File: src/rtl/dlh_pkg.sv
// dlh_pkg: field widths, payload kinds and the check-code coverage table
// shared by the header builder. Assumes a 24-bit header body.
package dlh_pkg;
    localparam int DT_W     = 6;
    localparam int VC_W     = 2;
    localparam int BYTE_W   = 8;
    localparam int WC_W     = 2 * BYTE_W;
    localparam int BODY_W   = DT_W + VC_W + 2 * BYTE_W;
    localparam int ECC_W    = 6;
    localparam int HDR_W    = 32;
    localparam int KIND_W   = 2;

    typedef enum logic [KIND_W-1:0] {
        KIND_TWO_BYTE = 2'd0,
        KIND_WCOUNT   = 2'd1,
        KIND_ONE_BYTE = 2'd2,
        KIND_ALT_TWO  = 2'd3
    } pay_kind_e;

    typedef struct packed {
        logic [BYTE_W-1:0] hi;
        logic [BYTE_W-1:0] lo;
        logic [VC_W-1:0]   vc;
        logic [DT_W-1:0]   dt;
    } hdr_body_t;

    // Header-body bits that feed each check-code bit.
    function automatic logic [BODY_W-1:0] ecc_cover(input int k);
        case (k)
            0:       ecc_cover = 24'hF12CB7;
            1:       ecc_cover = 24'hF2555B;
            2:       ecc_cover = 24'h749A6D;
            3:       ecc_cover = 24'hB8E38E;
            4:       ecc_cover = 24'hDF03F0;
            5:       ecc_cover = 24'hEFFC00;
            default: ecc_cover = '0;
        endcase
    endfunction
endpackage

File: src/rtl/dlh_field_pack.sv
// dlh_field_pack: places type, channel and payload into the 24-bit body.
// Assumes in_kind is one of the pay_kind_e codes; code 3 acts as code 0.
module dlh_field_pack
    import dlh_pkg::*;
(
    input  logic [KIND_W-1:0] kind,
    input  logic [DT_W-1:0]   dtype,
    input  logic [VC_W-1:0]   vchan,
    input  logic [BYTE_W-1:0] byte0,
    input  logic [BYTE_W-1:0] byte1,
    input  logic [WC_W-1:0]   wcount,
    output hdr_body_t         body
);
    // Choose payload bytes by kind and pack the fixed fields.
    always_comb begin
        body.dt = dtype;
        body.vc = vchan;
        case (pay_kind_e'(kind))
            KIND_WCOUNT: begin
                body.lo = wcount[BYTE_W-1:0];
                body.hi = wcount[WC_W-1:BYTE_W];
            end
            KIND_ONE_BYTE: begin
                body.lo = byte0;
                body.hi = '0;
            end
            default: begin
                body.lo = byte0;
                body.hi = byte1;
            end
        endcase
    end
endmodule

File: src/rtl/dlh_ecc_gen.sv
// dlh_ecc_gen: one XOR tree per check-code bit over the header body.
// Assumes the coverage table in dlh_pkg matches BODY_W.
module dlh_ecc_gen
    import dlh_pkg::*;
#(
    parameter int N_BODY = BODY_W,
    parameter int N_ECC  = ECC_W
) (
    input  logic [N_BODY-1:0] body,
    output logic [N_ECC-1:0]  ecc
);
    for (genvar k = 0; k < N_ECC; k++) begin : g_par
        // Parity of the body bits this code bit covers.
        assign ecc[k] = ^(body & ecc_cover(k));
    end
endmodule

File: src/rtl/dlh_out_stage.sv
// dlh_out_stage: single registered slot with valid/ready on both sides.
// Assumes the producer keeps its data steady while in_valid waits.
module dlh_out_stage #(
    parameter int W = 32
) (
    input  logic         clk,
    input  logic         rst_n,
    input  logic         in_valid,
    output logic         in_ready,
    input  logic [W-1:0] in_data,
    output logic         out_valid,
    input  logic         out_ready,
    output logic [W-1:0] out_data
);
    assign in_ready = !out_valid || out_ready;

    // Slot occupancy: refilled or drained whenever the slot can move.
    always_ff @(posedge clk) begin
        if (!rst_n)        out_valid <= 1'b0;
        else if (in_ready) out_valid <= in_valid;
    end

    // Slot data: loaded on every accepted request.
    always_ff @(posedge clk) begin
        if (!rst_n)                    out_data <= '0;
        else if (in_valid && in_ready) out_data <= in_data;
    end

    a_r7_hold_on_stall: assert property (@(posedge clk) disable iff (!rst_n)
        (out_valid && !out_ready) |=> (out_valid && $stable(out_data)));
    a_r7_no_accept_on_stall: assert property (@(posedge clk) disable iff (!rst_n)
        (out_valid && !out_ready) |-> !in_ready);
    a_r6_present_next: assert property (@(posedge clk) disable iff (!rst_n)
        (in_valid && in_ready) |=> out_valid);
endmodule

File: src/rtl/dlh_hdr_gen.sv
// dlh_hdr_gen: builds a display-link packet header with its check code and
// registers it behind a valid/ready handshake (one cycle of latency).
// Assumes the default package widths (24-bit body, 6-bit code, 32-bit word).
module dlh_hdr_gen
    import dlh_pkg::*;
(
    input  logic              clk,
    input  logic              rst_n,
    input  logic              in_valid,
    output logic              in_ready,
    input  logic [KIND_W-1:0] in_kind,
    input  logic [DT_W-1:0]   in_dtype,
    input  logic [VC_W-1:0]   in_vchan,
    input  logic [BYTE_W-1:0] in_byte0,
    input  logic [BYTE_W-1:0] in_byte1,
    input  logic [WC_W-1:0]   in_wcount,
    output logic              out_valid,
    input  logic              out_ready,
    output logic [HDR_W-1:0]  out_hdr
);
    localparam int PAD_W = HDR_W - ECC_W - BODY_W;

    hdr_body_t          body;
    logic [ECC_W-1:0]   ecc;
    logic [HDR_W-1:0]   hdr_word;

    dlh_field_pack u_pack (
        .kind   (in_kind),
        .dtype  (in_dtype),
        .vchan  (in_vchan),
        .byte0  (in_byte0),
        .byte1  (in_byte1),
        .wcount (in_wcount),
        .body   (body)
    );

    dlh_ecc_gen #(.N_BODY(BODY_W), .N_ECC(ECC_W)) u_ecc (
        .body (body),
        .ecc  (ecc)
    );

    assign hdr_word = {{PAD_W{1'b0}}, ecc, body};

    dlh_out_stage #(.W(HDR_W)) u_stage (
        .clk       (clk),
        .rst_n     (rst_n),
        .in_valid  (in_valid),
        .in_ready  (in_ready),
        .in_data   (hdr_word),
        .out_valid (out_valid),
        .out_ready (out_ready),
        .out_data  (out_hdr)
    );

    a_r1_type_chan: assert property (@(posedge clk) disable iff (!rst_n)
        (in_valid && in_ready) |=> (out_hdr[7:0] == {$past(in_vchan), $past(in_dtype)}));
    a_r2_wcount_place: assert property (@(posedge clk) disable iff (!rst_n)
        (in_valid && in_ready && in_kind == KIND_WCOUNT) |=> (out_hdr[23:8] == $past(in_wcount)));
    a_r3_one_byte_hi_zero: assert property (@(posedge clk) disable iff (!rst_n)
        (in_valid && in_ready && in_kind == KIND_ONE_BYTE) |=> (out_hdr[23:16] == '0));
    a_r4_zero_body_zero_code: assert property (@(posedge clk) disable iff (!rst_n)
        (in_valid && in_ready && in_kind == KIND_TWO_BYTE && in_dtype == '0 &&
         in_vchan == '0 && in_byte0 == '0 && in_byte1 == '0) |=> (out_hdr == '0));
    a_r9_ready_when_drained: assert property (@(posedge clk) disable iff (!rst_n)
        out_ready |-> in_ready);
endmodule

File: config.mk
export PLATFORM = sky130hd
export DESIGN_NAME = dlh_hdr_gen
export DESIGN_NICKNAME = d
export VERILOG_FILES = /design/src/rtl/dlh_pkg.sv /design/src/rtl/dlh_field_pack.sv /design/src/rtl/dlh_ecc_gen.sv /design/src/rtl/dlh_out_stage.sv /design/src/rtl/dlh_hdr_gen.sv
export SDC_FILE = /design/constraint.sdc
export NUM_CORES = 1
export LEC_CHECK = 0
export ABC_AREA = 1
export BUFFER_PORTS_ARGS = -buffer_cell sky130_fd_sc_hd__buf_4
export CAP_MARGIN = 15
export CORE_MARGIN = 2
export CORE_UTILIZATION = 56
export CTS_CLUSTER_SIZE = 8
export DETAILED_ROUTE_END_ITERATION = 10
export PLACE_DENSITY = 0.93
export SYNTH_ARGS = -nofsm -noshare
export SYNTH_HDL_FRONTEND = slang
export SYNTH_SLANG_ARGS = --single-unit
File: constraint.sdc
create_clock -name clk -period 3.6 [get_ports clk]
set_input_delay 0.18 -clock clk [delete_from_list [all_inputs] [get_ports clk]]
set_output_delay 0.18 -clock clk [all_outputs]
set_load 0.05 [all_outputs]
==> flow_summary_export.csv <==
group,metric,value,unit
cells_and_area,n_antenna_cell,0,
drt,via_per_inst,5.26,
floorplanning,ioPinCount,80,
cells_and_area,fillers,375,
synthesis,synth_area,2520,um^2
critical_path,worstSetupPathType,"input port to register",
clocking,tritoncts,"yes",
min_path,hold_path.class,"input port to register",
timing,rsz0062_at_grt,"no",
global_route,grtUsageTotal,26.6,%
cells_and_area,drive_above_1_share,23.7,%
drt,drt-total-wl,6.60,mm
cells_and_area,final_core_util,72.8,%
floorplanning,core-area,4350,um^2
global_route,antenna_found_initial,0,
timing,skew,0.0142,ns
synthesis,synth_seq_cells,31,
synthesis,seq_area_frac_synth,24.6,%
drt,vias,2937,
timing,setup_viol,0,
synthesis,synth_cell_types,27,
power_and_ir_drop,vdd_drop_max,245,uV
clocking,root_buffer,"clkbuf_8",
critical_path,critPathSlowestCell,"ha_1",
synthesis,synthAdderAreaFrac,0.991,%
synthesis,synth_top_family_by_area,"simple AND/OR/NAND/NOR gates",
drt,drt-wirelength-per-cell,11.8,um
timing,max-slew-margin-rel,61.4,%
global_route,grt_pass1_wl,11.1,mm
timing,fin_crit,2.21,ns
critical_path,crit_chain,"buf_4, inv_1, ha_1, inv_2, nand2_1, nand2_1, o21ai_1, nand2_1, nand2_1, nand2_1, nand3_1, nand2_1, nand3_1, nand3_1, nand2_1, inv_1",
place,numPlacedInstances,551,
cells_and_area,fin_cells,558,
global_route,grt-ovfl-total,0,
clocking,cts_resized,0,
critical_path,crit_required,3.78,ns
drt,drt_iter0_drc,174,
drt,firstDrtPassIters,5,
synthesis,netlist_instances,435,
floorplanning,die_h,71.1,um
place,port_buffers,77,
clocking,clkTransAtPathRegs,0.07,ns
critical_path,cp-start-kind,"input port",
synthesis,yosys-mux-area-fraction,0,%
cells_and_area,area_growth,25.5,%
global_route,grt_pass1_vias,2706,
synthesis,syn_avg_cell_area,5.80,um^2
floorplanning,dieArea,5060,um^2
floorplanning,die_w,71.1,um
timing,fin_setup_tns,0,ns
timing,finalMaxSlewViolations,0,
floorplanning,floorplan.initialDensity,58.0,%
clocking,cts-buffers-inserted,5,
clocking,cts-htree-levels,2,
timing,fin_crit_sh,61.4,%
status,status,"complete, no violations",
synthesis,yosys.area_share.simple,44.9,%
place,dpl.hpwl,5.21,mm
critical_path,cp.arrival,2.39,ns
timing,max_freq,452,MHz
critical_path,max_stage_delay,0.65,ns
synthesis,synth_warnings,0,
job,cap_violations,0,
cells_and_area,final_net_count,554,
timing,worst_pin_slew,0.579,ns
clocking,clkSinkCount,31,
power_and_ir_drop,p_leak,1.79,nW
critical_path,cp_top_family,"simple AND/OR/NAND/NOR gates",
clocking,clk_path_buf_depth,2,
floorplanning,rows,24,
clocking,clock_latency,0.29,ns
clocking,cts_hold_buf,0,
power_and_ir_drop,power.density,409,nW/um^2
place,gp_congestion,0.911,
critical_path,endpoint_kind,"register",
synthesis,synthXorXnorAreaFrac,5.55,%
drt,drc_errors,0,
synthesis,synth_compound_area_share,12.8,%
critical_path,path_common_cell,"nand2_1",
critical_path,cp_max_fo,16,
critical_path,critPathBufInv,4,
timing,hold_viol_final,0,
timing,hold_slack,0.182,ns
drt,drtAntennaViolNets,0,
global_route,grt_max_degree,37,
clocking,post_cts_buffers,0,
[per-layer routing]
metal  track usage [%]  routed length, um  vias up
met1              30.0               2610     1297
met4              10.7                156        0
li1                  -                  -     1498
met2              48.7               3360      123
met5                 0                  0        -
met3              4.99                476       19
[metrics by stage]
step	area (um^2)	total power [mW]	setup slack, ns
2_1_floorplan	2530	0.856	1.65
3_3_place_gp	3080	0.993	1.23
3_5_place_dp	3080	1.01	1.13
4_1_cts	3170	1.30	1.42
5_1_grt	3170	1.38	1.16
6_report	3170	1.30	1.39
[placed cells by master (no fill, tap or decap), types with 2 or more instances in the layout]
cell type / netlist / layout
nand3_1: 39 / 39
a21oi_1: 25 / 25
inv_2: 4 / 4
nor2_4: 3 / 3
o21ai_0: 28 / 28
dfxtp_1: 31 / 31
nor2_1: 24 / 24
o21ai_1: 2 / 2
buf_4: 3 / 78
nand2_1: 170 / 170
nand2_2: 15 / 15
xnor2_1: 10 / 10
nand2_4: 3 / 3
inv_1: 42 / 42
o21ai_2: 3 / 3
or2_1: 2 / 2
clkbuf_8: 0 / 6
xor2_1: 6 / 6
nor2_2: 5 / 5
conb_1: 1 / 2
ha_1: 2 / 2
[final cells by class]
class / instances / area [um^2] / share of cell area (%)
clock inverters: 1 / 5.00 / 0.158
multi-input cells: 343 / 1630 / 51.5
inverters: 47 / 179 / 5.65
repair buffers: 78 / 586 / 18.5
clock buffers: 6 / 82.6 / 2.61
flip-flops and latches: 31 / 621 / 19.6
well taps: 52 / 65.1 / 2.05
[cell families (layout without fill, tap and decap cells)]
family                   count (synthesis)  count (layout)
AND/OR/NAND/NOR                        262             262
buffers and inverters                   62             132
AO/OA/AOI/OAI                           61              61
flip-flops                              31              31
XOR/XNOR                                16              16
adder cells (fa/ha/maj)                  2               2
other                                    1               2
[synth_stat cells]
| cell type | count | share of area (%) |
|---|---|---|
| a21oi_1 | 25 | 5.0 |
| xnor2_1 | 10 | 3.5 |
| nand2_4 | 3 | 1.3 |
| or2_1 | 2 | 0.50 |
| conb_1 | 1 | 0.15 |
| nor2_2 | 5 | 1.2 |
| a21boi_1 | 1 | 0.30 |
| ha_1 | 2 | 0.99 |
| buf_6 | 4 | 1.8 |
| inv_1 | 42 | 6.2 |
| nand2_2 | 15 | 3.7 |
| o21ai_1 | 2 | 0.40 |
| o21ai_2 | 3 | 1.0 |
| nor2_1 | 24 | 3.6 |
| o21ai_0 | 28 | 5.5 |
| xor2_1 | 6 | 2.1 |
| nand4_1 | 1 | 0.25 |
| inv_2 | 4 | 0.59 |
| nand2_1 | 170 | 25 |
| nor2_4 | 3 | 1.3 |
| nand3_1 | 39 | 7.7 |
| buf_4 | 3 | 0.89 |
| inv_4 | 1 | 0.25 |
| dfxtp_1 | 31 | 25 |
| a31oi_1 | 1 | 0.25 |
| a21oi_2 | 1 | 0.35 |
| clkbuf_1 | 8 | 1.2 |
[power by group]
| group | internal [mW] | leakage [nW] | switching, mW |
|---|---|---|---|
| registers | 0.376 | 0.257 | 0.0156 |
| logic | 0.207 | 1.48 | 0.412 |
| clock network | 0.150 | 0.0470 | 0.136 |
[flip-flops by register name (all words and copies together) (netlist names)]
signal and cells:
u_stage.out_data 30, u_stage.out_valid 1
[tightest hold or removal path, cell delays in order]
cell and delay [ns]:
buf_4 0.13, inv_1 0.06, a21oi_1 0.05
[worst paths after layout]
path / to / slack (ns) / cells past startpoint / startpoint
setup reg to reg: u_stage.out_data[25] / 1.87 / 7 / u_stage.out_valid
setup / recovery: u_stage.out_data[25] / 1.39 / 16 / in_kind[0]
hold / removal: u_stage.out_data[2] / 0.18 / 3 / in_dtype[2]
hold reg to reg: u_stage.out_data[6] / 0.50 / 2 / u_stage.out_data[6]
Note: power is estimated with default switching activity, not from simulation.
